### config.mk
export PLATFORM = sky130hd
export DESIGN_NAME = irq_vector_arbiter
export DESIGN_NICKNAME = d
export VERILOG_FILES = /design/src/rtl/irq_arb_pkg.sv /design/src/rtl/irq_lowest_pick.sv /design/src/rtl/irq_arb_ctrl.sv /design/src/rtl/irq_arb_datapath.sv /design/src/rtl/irq_vector_arbiter.sv
export SDC_FILE = /design/constraint.sdc
export NUM_CORES = 1
export LEC_CHECK = 0
export BUFFER_PORTS_ARGS = -buffer_cell sky130_fd_sc_hd__buf_2
export CAP_MARGIN = 10
export CELL_PAD_IN_SITES_DETAIL_PLACEMENT = 0
export CELL_PAD_IN_SITES_GLOBAL_PLACEMENT = 1
export CORE_MARGIN = 2
export CORE_UTILIZATION = 55
export CTS_BUF_LIST = sky130_fd_sc_hd__clkbuf_4 sky130_fd_sc_hd__clkbuf_8 sky130_fd_sc_hd__clkbuf_16
export DETAILED_ROUTE_END_ITERATION = 10
export PLACE_DENSITY = 0.94
export SYNTH_ARGS = -nofsm -noshare
export SYNTH_HDL_FRONTEND = slang
export SYNTH_SLANG_ARGS = --single-unit
### constraint.sdc
create_clock -name clk -period 8.5 [get_ports clk]
set_input_delay 0 -clock clk [delete_from_list [all_inputs] [get_ports clk]]
set_output_delay 0 -clock clk [all_outputs]
set_load 0.02 [all_outputs]
### src/rtl/irq_arb_pkg.sv
package irq_arb_pkg;
  // Strobes from the search control into the datapath
  typedef struct packed {
    logic take;   // an acknowledge is being answered this cycle
    logic hit;    // a line won and must be cleared
    logic load;   // vector table write this cycle
  } arbStrobe_t;
endpackage

### src/rtl/irq_lowest_pick.sv
module irq_lowest_pick #(
  parameter int WIDTH = 32,
  localparam int IDX_W = (WIDTH > 1) ? $clog2(WIDTH) : 1
) (
  input  logic [WIDTH-1:0] candMask,
  output logic [IDX_W-1:0] pickIdx,
  output logic             pickAny
);
  always_comb begin
    pickIdx = '0;
    pickAny = 1'b0;
    for (int i = WIDTH - 1; i >= 0; i--) begin
      if (candMask[i]) begin
        pickIdx = IDX_W'(i);
        pickAny = 1'b1;
      end
    end
  end
endmodule

### src/rtl/irq_arb_ctrl.sv
module irq_arb_ctrl
  import irq_arb_pkg::*;
#(
  parameter int NUM_LINES    = 32,
  parameter int NUM_ADAPTERS = 2,
  parameter int LVL_W        = 3,
  parameter logic [NUM_ADAPTERS*NUM_LINES-1:0] HI_MASKS = '0,
  parameter logic [NUM_ADAPTERS*NUM_LINES-1:0] LO_MASKS = '0,
  localparam int NUM_LVLS = (1 << LVL_W) - 1,
  localparam int IDX_W    = (NUM_LINES > 1) ? $clog2(NUM_LINES) : 1,
  localparam int AD_W     = (NUM_ADAPTERS > 1) ? $clog2(NUM_ADAPTERS) : 1,
  localparam int CODE_W   = AD_W + 1
) (
  input  logic                          clk,
  input  logic                          rstN,
  input  logic [NUM_LINES-1:0]          pending,
  input  logic [NUM_ADAPTERS*LVL_W-1:0] hiLevels,
  input  logic [NUM_ADAPTERS*LVL_W-1:0] loLevels,
  input  logic                          ackValid,
  input  logic [LVL_W-1:0]              ackLevel,
  input  logic                          vecWrEn,
  output logic [NUM_LVLS-1:0]           levelReq,
  output arbStrobe_t                    strobe,
  output logic [IDX_W-1:0]              winIdx,
  output logic [CODE_W-1:0]             winCode
);
  logic [NUM_LINES-1:0] hiGrp [NUM_ADAPTERS];
  logic [NUM_LINES-1:0] loGrp [NUM_ADAPTERS];
  logic [LVL_W-1:0]     hiLvl [NUM_ADAPTERS];
  logic [LVL_W-1:0]     loLvl [NUM_ADAPTERS];
  logic                 hiAny [NUM_ADAPTERS];
  logic                 loAny [NUM_ADAPTERS];

  for (genvar a = 0; a < NUM_ADAPTERS; a++) begin : g_adapter
    assign hiGrp[a] = pending & HI_MASKS[a*NUM_LINES +: NUM_LINES];
    assign loGrp[a] = pending & LO_MASKS[a*NUM_LINES +: NUM_LINES];
    assign hiLvl[a] = hiLevels[a*LVL_W +: LVL_W];
    assign loLvl[a] = loLevels[a*LVL_W +: LVL_W];
    assign hiAny[a] = |hiGrp[a];
    assign loAny[a] = |loGrp[a];
  end

  // Level bitmap: one-hot contribution per active group
  always_comb begin
    levelReq = '0;
    for (int a = 0; a < NUM_ADAPTERS; a++) begin
      if (hiAny[a] && (hiLvl[a] != '0)) levelReq[hiLvl[a] - 1'b1] = 1'b1;
      if (loAny[a] && (loLvl[a] != '0)) levelReq[loLvl[a] - 1'b1] = 1'b1;
    end
  end

  // Group search: adapter order, high group before low group
  logic                 found;
  logic [NUM_LINES-1:0] selMask;
  logic [AD_W-1:0]      selAdapter;

  always_comb begin
    found      = 1'b0;
    selMask    = '0;
    selAdapter = '0;
    for (int a = 0; a < NUM_ADAPTERS; a++) begin
      if (!found && hiAny[a] && (hiLvl[a] != '0) && (hiLvl[a] == ackLevel)) begin
        found      = 1'b1;
        selMask    = hiGrp[a];
        selAdapter = AD_W'(a);
      end
      if (!found && loAny[a] && (loLvl[a] != '0) && (loLvl[a] == ackLevel)) begin
        found      = 1'b1;
        selMask    = loGrp[a];
        selAdapter = AD_W'(a);
      end
    end
  end

  logic pickAny;

  irq_lowest_pick #(.WIDTH(NUM_LINES)) u_pick (
    .candMask (selMask),
    .pickIdx  (winIdx),
    .pickAny  (pickAny)
  );

  assign strobe.take = ackValid;
  assign strobe.hit  = ackValid && found && pickAny;
  assign strobe.load = vecWrEn;
  assign winCode     = strobe.hit ? {selAdapter, 1'b1} : '0;

  AST_IDLE_NO_LEVEL: assert property (@(posedge clk) disable iff (!rstN)
    (pending == '0) |-> (levelReq == '0));
  AST_WIN_IS_PENDING: assert property (@(posedge clk) disable iff (!rstN)
    strobe.hit |-> pending[winIdx]);
  AST_CODE_ODD: assert property (@(posedge clk) disable iff (!rstN)
    strobe.hit |-> winCode[0]);
endmodule

### src/rtl/irq_arb_datapath.sv
module irq_arb_datapath
  import irq_arb_pkg::*;
#(
  parameter int NUM_LINES = 32,
  parameter int VEC_W     = 16,
  parameter int CODE_W    = 2,
  localparam int IDX_W    = (NUM_LINES > 1) ? $clog2(NUM_LINES) : 1
) (
  input  logic                 clk,
  input  logic                 rstN,
  input  logic [NUM_LINES-1:0] reqSet,
  input  arbStrobe_t           strobe,
  input  logic [IDX_W-1:0]     winIdx,
  input  logic [CODE_W-1:0]    winCode,
  input  logic [IDX_W-1:0]     vecWrAddr,
  input  logic [VEC_W-1:0]     vecWrData,
  output logic [NUM_LINES-1:0] pending,
  output logic                 rspValid,
  output logic [VEC_W-1:0]     rspVector,
  output logic [CODE_W-1:0]    rspAdapter
);
  logic [VEC_W-1:0]     vecTable [NUM_LINES];
  logic [NUM_LINES-1:0] clrMask;

  assign clrMask = strobe.hit ? (NUM_LINES'(1) << winIdx) : '0;

  always_ff @(posedge clk) begin
    if (!rstN) pending <= '0;
    else       pending <= (pending & ~clrMask) | reqSet;
  end

  for (genvar i = 0; i < NUM_LINES; i++) begin : g_vec
    always_ff @(posedge clk) begin
      if (!rstN) vecTable[i] <= '0;
      else if (strobe.load && (vecWrAddr == IDX_W'(i))) vecTable[i] <= vecWrData;
    end
  end

  always_ff @(posedge clk) begin
    if (!rstN) begin
      rspValid   <= 1'b0;
      rspVector  <= '0;
      rspAdapter <= '0;
    end else begin
      rspValid <= strobe.take;
      if (strobe.take) begin
        rspVector  <= strobe.hit ? vecTable[winIdx] : '0;
        rspAdapter <= winCode;
      end
    end
  end

  AST_ONE_CLEAR: assert property (@(posedge clk) disable iff (!rstN)
    $onehot0(clrMask));
  AST_WIN_CLEARED: assert property (@(posedge clk) disable iff (!rstN)
    (strobe.hit && !reqSet[winIdx]) |=> !pending[$past(winIdx)]);
  AST_RSP_AFTER_ACK: assert property (@(posedge clk) disable iff (!rstN)
    strobe.take |=> rspValid);
  AST_RSP_NEEDS_ACK: assert property (@(posedge clk) disable iff (!rstN)
    (rspValid && !$past(strobe.take)) |-> 1'b0);
  AST_MISS_ZERO: assert property (@(posedge clk) disable iff (!rstN)
    (rspValid && (rspAdapter == '0)) |-> (rspVector == '0));
endmodule

### src/rtl/irq_vector_arbiter.sv
module irq_vector_arbiter
  import irq_arb_pkg::*;
#(
  parameter int NUM_LINES    = 32,
  parameter int NUM_ADAPTERS = 2,
  parameter int LVL_W        = 3,
  parameter int VEC_W        = 16,
  parameter logic [NUM_ADAPTERS*NUM_LINES-1:0] HI_MASKS = {32'h0000_FF00, 32'h0000_000F},
  parameter logic [NUM_ADAPTERS*NUM_LINES-1:0] LO_MASKS = {32'hFFFF_0000, 32'h0000_00F0},
  localparam int NUM_LVLS = (1 << LVL_W) - 1,
  localparam int IDX_W    = (NUM_LINES > 1) ? $clog2(NUM_LINES) : 1,
  localparam int AD_W     = (NUM_ADAPTERS > 1) ? $clog2(NUM_ADAPTERS) : 1,
  localparam int CODE_W   = AD_W + 1
) (
  input  logic                          clk,
  input  logic                          rstN,
  input  logic [NUM_LINES-1:0]          reqSet,
  input  logic [NUM_ADAPTERS*LVL_W-1:0] hiLevels,
  input  logic [NUM_ADAPTERS*LVL_W-1:0] loLevels,
  output logic [NUM_LVLS-1:0]           levelReq,
  input  logic                          ackValid,
  input  logic [LVL_W-1:0]              ackLevel,
  input  logic                          vecWrEn,
  input  logic [IDX_W-1:0]              vecWrAddr,
  input  logic [VEC_W-1:0]              vecWrData,
  output logic                          rspValid,
  output logic [VEC_W-1:0]              rspVector,
  output logic [CODE_W-1:0]             rspAdapter
);
  logic [NUM_LINES-1:0] pending;
  arbStrobe_t           strobe;
  logic [IDX_W-1:0]     winIdx;
  logic [CODE_W-1:0]    winCode;

  irq_arb_ctrl #(
    .NUM_LINES(NUM_LINES), .NUM_ADAPTERS(NUM_ADAPTERS), .LVL_W(LVL_W),
    .HI_MASKS(HI_MASKS), .LO_MASKS(LO_MASKS)
  ) u_ctrl (
    .clk(clk), .rstN(rstN), .pending(pending),
    .hiLevels(hiLevels), .loLevels(loLevels),
    .ackValid(ackValid), .ackLevel(ackLevel), .vecWrEn(vecWrEn),
    .levelReq(levelReq), .strobe(strobe), .winIdx(winIdx), .winCode(winCode)
  );

  irq_arb_datapath #(
    .NUM_LINES(NUM_LINES), .VEC_W(VEC_W), .CODE_W(CODE_W)
  ) u_dp (
    .clk(clk), .rstN(rstN), .reqSet(reqSet), .strobe(strobe),
    .winIdx(winIdx), .winCode(winCode),
    .vecWrAddr(vecWrAddr), .vecWrData(vecWrData),
    .pending(pending), .rspValid(rspValid),
    .rspVector(rspVector), .rspAdapter(rspAdapter)
  );
endmodule

---- Word level (Yosys, flattened, before mapping) ----
Memories as Yosys holds them, arrays and structs flattened.
Cells that the tools add are included.
cells by class
  add/subtract/negate cells ............... 4
  magnitude comparators ................... 8
  eq/ne operators ......................... 35
  shift operators ......................... 1
  muxes and demuxes ....................... 218
  bitwise logic cells ..................... 38
  reductions and logical operators ........ 64
operators by type and width
  cell                                                                    count
  16-bit two-way mux                                                      33
  5-bit two-way mux                                                       32
  1-bit two-way mux                                                       139
  32-bit two-way mux                                                      4
  5-bit equality test (second input constant)                             16
  1-bit logical AND                                                       52
  5-bit by 4-bit equality test with 1-bit output (second input constant)  8
  32-bit bitwise AND                                                      1
  32-bit inverter                                                         1
  1-bit OR                                                                32
  32-bit OR                                                               1
  1-bit by 5-bit << shifter with 32-bit output (first input constant)     1
  7-bit two-way mux                                                       4
  7-bit OR                                                                3
  5-bit by 3-bit equality test with 1-bit output (second input constant)  4
  3-bit by 4-bit < comparator with 1-bit output (second input constant)   4
  16-bit OR reduction                                                     1
  1-bit demux with 3-bit select                                           4
  3-bit equality test                                                     4
  3-bit by 1-bit >= comparator with 1-bit output (second input constant)  4
  3-bit nonzero test                                                      4
  3-bit by 1-bit subtractor with 3-bit output (second input constant)     4
  5-bit by 2-bit equality test with 1-bit output (second input constant)  2
  4-bit OR reduction                                                      2
  6 further kinds                                                         8
word-level totals
  register bits after elaboration ......... 51
  RAM bits ................................ 512
  input port bits ......................... 72
  output and inout port bits .............. 26
  word-level logic and storage cells ...... 373
  memories ................................ 1
memory list
  memory         depth  width  read ports  clocked after Yosys merged registers in  write ports  line                    text
  u_dp.vecTable  32     16     1           0                                        32           irq_arb_datapath.sv:22  logic [VEC_W-1:0] vecTable [NUM_LINES];

---- Depth between registers and ports, before layout ----
  word-level depth ........................ 56
  gate-level depth with buffers ........... 16
  gate-level depth less buffers ........... 12

---- By module ----
A second synthesis with hierarchy kept.
unflattened totals
  cells, all modules ...................... 2153
  area, all modules ....................... 27213.6 µm²
modules (own cells, without submodules)
  module            instances  cells an instance  area an instance (µm²)  sequential area each (µm²)
  irq_arb_datapath  1          1922               25821.0                 16395.7
  irq_arb_ctrl      1          166                1022.2                  0.0
  irq_lowest_pick   1          65                 370.4                   0.0

---- Least setup slack after synthesis ----
No wires, ideal clock.
  kind .................................... register -> register
  from .................................... register u_dp.pending[20]
  to ...................................... register u_dp.rspVector[11]
  setup time .............................. 0.126 ns
  arrival ................................. 2.744 ns
  required time ........................... 8.374 ns
  setup slack ............................. 5.630 ns
  cell stages (with the launch flop) ...... 14
  buffers on the path ..................... 3
  period minus slack after synthesis ...... 2.870 ns
  cells stage by stage .................... dfxtp_1 nor4_2 a41oi_2 and2_4 a41o_1 a221oi_2 or2_1 buf_4 buf_6 buf_12 mux2i_1 o22ai_1 o31ai_1 o22ai_1
between the ends
  cells in the longest elaborated chain, start to end .. 39
RTL lines
  element                                                                      line                    text
  start: declaration                                                           irq_arb_datapath.sv:17  output logic [NUM_LINES-1:0] pending,
  start signal: assignment                                                     irq_arb_datapath.sv:29  else pending <= (pending & ~clrMask) | reqSet;
  16-bit OR reduction                                                          irq_arb_ctrl.sv:40      assign loAny[a] = |loGrp[a];
  1-bit logical AND (3 in a row)                                               irq_arb_ctrl.sv:67      if (!found && loAny[a] && (loLvl[a] != '0) && (loLvl[a] == ackLevel)) begin
  32-bit two-way mux                                                           irq_arb_ctrl.sv:67
  5-bit two-way mux / 1-bit two-way mux (equally long branches) (32 in a row)  irq_lowest_pick.sv:13   if (candMask[i]) begin
  memory 32 x 16 bit / 1-bit logical AND (equally long branches)               -
  16-bit two-way mux (*)                                                       irq_arb_datapath.sv:47  rspVector <= strobe.hit ? vecTable[winIdx] : '0;
  end signal: assignment                                                       irq_arb_datapath.sv:47
  end: declaration                                                             irq_arb_datapath.sv:19  output logic [VEC_W-1:0] rspVector,
Mark *: on every way between the ends. The rest lies on a longest branch, timed or not.
A chain may end at the register's enable or synchronous reset.

---- Worst setup path after layout ----
  from .................................... register u_dp.pending[21]
  to ...................................... register u_dp.rspVector[6]
Same word-level chain as after synthesis.

==> summary.md <==
| Metric | Value |
|---|---|
| Die area | `~51000 um2` |
| RSZ-0062 raised after global routing | `no` |
| I/O Buffers | `just under 100` |
| Final setup violation count | `0` |
| DRT iter0 DRCs | `2482` |
| Status | `complete, no violations` |
| Post-route ant nets | `0` |
| Worst-case clock buffer depth | `3` |
| Synthesized Nets | `2408` |
| Peak VDD IR | `0.212 mV` |
| Starting density of the core | `55.4%` |
| HP Class | `input port to flip-flop` |
| Fin area | `30100 um2` |
| Mapped Area | `roughly 27000 um2` |
| Commonest non-fill, non-tap cell in the layout | `and2_1` |
| # fillers | `between 3000 and 4000` |
| Layout area overhead | `11.6%` |
| CP Buf/Inv Count | `1` |
| PwrDens | `approximately 230 nW/um2` |
| M1 wire length | `30600 um` |
| Max capacitance violation total | `0` |
| Worst Path Max Fanout | `39` |
| Row Count | `81` |
| Post-synth ARST share | `0%` |
| Synth warn | `0` |
| P_leak | `11.0 nW` |
| Worst setup EP type | `flip-flop` |
| Most frequent cells in the layout | `and2_1, edfxtp_1, nand2_1` |
| Post_cts resized | `0` |
| Largest net degree at the start of global routing | `67` |
| WL met2 | `36000 um` |
| Setup CP Type | `flip-flop to flip-flop` |
| CP top delay family | `simple AND/OR/NAND/NOR gates` |
| Layout net count | `2466` |
| Crit. path cell count | `11` |
| Setup Skew | `0.0269 ns` |
| Share of post-route cells with drive strength above 1 | `between 10% and 20%` |
| Initial antenna violation count | `3` |
| Count of cell types in the netlist | `74` |
| Crit path required time | `8.99 ns` |
| Area of the multi-input gates | `roughly 10000 um2` |
| Crit start category | `flip-flop` |
| Die Wd | `225 um` |
| #FFs+latches synth | `563` |
| Sequential cell area | `16400 um2` |
| Tcrit/Tclk final | `56.9%` |
| Final WL | `79000 um` |
| Global Route Usage Sum | `~31%` |
| DR vias | `19273` |
| Worst Max-Slew Pin Slew | `1.25 ns` |
| H-tree levels | `2` |
| Initial DRT Pass Iterations | `5` |
| Power Total | `6.86 mW` |
| TritonCTS clock tree | `built` |
| DP Wirelength | `50700 um` |
| Syn Area/Cell | `11.6 um2` |
| Core Box Area | `48600 um2` |
| Final Max Tran Viols | `0` |
| Met3 routed wirelength | `8990 um` |
| Routed WL per cell | `25.8 um` |
| Hold Vio Cnt, Final | `0` |
| CP arrival | `5.33 ns` |
| CTS Buf Count | `57` |
| Most common flop cell mapped by yosys | `edfxtp_1` |
| DRC | `0` |
| Total grt overflow | `0` |
| Die Y | `225 um` |
| Global-route wire length before repair | `116000 um` |
| Max Fclk | `roughly 210 MHz` |
| DR top layer | `met5` |
| Clock Root Buffer | `clkbuf_16` |
| Minimum clock period | `4.84 ns` |
| Final hold slack | `0.0946 ns` |
| Number of synthesized flops with an enable pin | `512` |
| Critical Path Max Stage Delay | `roughly 0.9 ns` |
| Max stage delay cell, worst path | `and2_2` |
| Hold Path Depth | `3` |
| Rel. slew slack | `roughly 16%` |
| Top-level I/O count | `98` |
| Placed cell areas | `27800 um2` |
| Synth Instances | `about 2300` |
| CP cell instances | `nor4_2, a41oi_2, and2_4, a41o_1, a221oi_4, buf_4, or2_4, and2_2, nand3_1, a22oi_1, o22ai_1` |
| Reg2reg path depth | `11` |
| Post-Route Setup TNS | `0 ns` |
| Post-synthesis sequential area ratio | `60.8%` |
| GPL Wtd Cong | `roughly 0.94` |
| Clock Latency Late Sink | `around 0.63 ns` |
| TritonCTS Sinks | `563` |
| Via density | `6.30` |
| Reg clk slew, reported paths | `around 0.060 ns` |
| Vias in the first global route | `roughly 18000` |
[synthesized netlist by cell type (3+ instances only)]
library cell,n,area (um2)
o211ai_2,4,50.1
nor3_1,18,90.1
buf_4,4,30.0
and3_1,5,31.3
nand3_1,36,180
o21ai_1,25,125
and2_1,515,3220
o31ai_1,7,52.6
buf_1,4,15.0
nor4_1,3,18.8
xor2_1,5,43.8
ha_1,8,100
a22oi_1,7,52.6
nand2_1,211,792
mux2_2,22,248
buf_6,10,113
mux2_1,14,158
o21ai_0,119,596
xnor2_1,11,96.3
o21a_1,29,218
edfxtp_1,512,15400
nand2b_1,8,50.1
a21oi_1,133,666
nor2b_1,28,175
a31oi_1,23,144
o22ai_1,56,350
o41ai_1,6,52.6
o211ai_1,19,143
buf_2,23,115
nor3b_1,31,233
mux2i_1,72,721
inv_1,17,63.8
nor2_1,76,285
dfxtp_1,51,1020
nor4_2,3,37.5
a211oi_1,28,210
o221ai_1,10,87.6
clkbuf_1,128,480
[through the flow]
| stage | instances | setup WS (ns) | util (%) |
|---|---|---|---|
| after global placement | 2914 | 3.84 | 57.1 |
| after CTS | 3055 | 3.76 | 61.8 |
| after floorplan | 2328 | 5.63 | - |
| after global routing | 3056 | 3.47 | 61.8 |
| after detailed placement | 2914 | 3.76 | 57.1 |
| final | 3057 | 3.66 | 61.9 |
[power breakdown]
group	internal (mW)	switching, mW
registers	3.18	0.0775
logic	0.292	0.673
clock network	1.56	1.08
[layout make-up]
cell class	instances	share of cell area (%)
Clock inverter	30	1.26
Antenna cell	2	0.0166
Sequential cell	563	54.5
Clock buffer	76	5.28
Timing Repair Buffer	172	3.78
Inverter	17	0.212
Multi-Input combinational cell	1575	32.4
Tap cell	622	2.59
[state kept, by name (all words and copies together), names as in the netlist]
name             count
u_dp.rspAdapter      2
u_dp.rspVector      16
u_dp.rspValid        1
u_dp.pending        32
u_dp.vecTable      512
[final timing paths]
| path | from | to | slack [ns] |
|---|---|---|---|
| worst max-delay path | u_dp.pending[21]$_SDFF_PN0_ | u_dp.rspVector[6]$_SDFFE_PN0P_ | 3.66 |
| worst min register to register | u_dp.rspAdapter[1]$_SDFFE_PN0P_ | u_dp.rspAdapter[1]$_SDFFE_PN0P_ | 0.47 |
| worst max register to register | u_dp.pending[21]$_SDFF_PN0_ | u_dp.rspVector[6]$_SDFFE_PN0P_ | 3.66 |
| worst min-delay path | vecWrAddr[3] | u_dp.vecTable[28][7]$_SDFFCE_PN0P_ | 0.09 |
[logic make-up (layout without fill, tap and decap cells)]
family	count (synthesis)	in the layout	synth area share, %
compound gates	492	492	11.3
xor+xnor	16	16	0.520
fa+ha+maj	8	8	0.371
buf+inv	190	295	3.29
flops	563	563	60.8
mux	108	108	4.18
other cells	0	2	0
simple gates	951	951	19.6
[layer usage]
| layer | GRT usage (%) | vias up |
|---|---|---|
| met4 | 13.4 | 4 |
| met1 | 42.1 | 9354 |
| met5 | 0 | - |
| met3 | 6.84 | 214 |
| li1 | - | 8470 |
| met2 | 48.5 | 1231 |
[what timing repair did]
item | in CTS | in global routing
endpoints found under the hold margin | 38 | 0
hold buffers | 35 | 0
buffers inserted | 0 | 0
[worst min-delay path: stages]
cell,delay [ns]
buf_2,0.14
nand3_1,0.15
o21ai_1,0.21
Note: power is estimated with default switching activity, not from simulation.
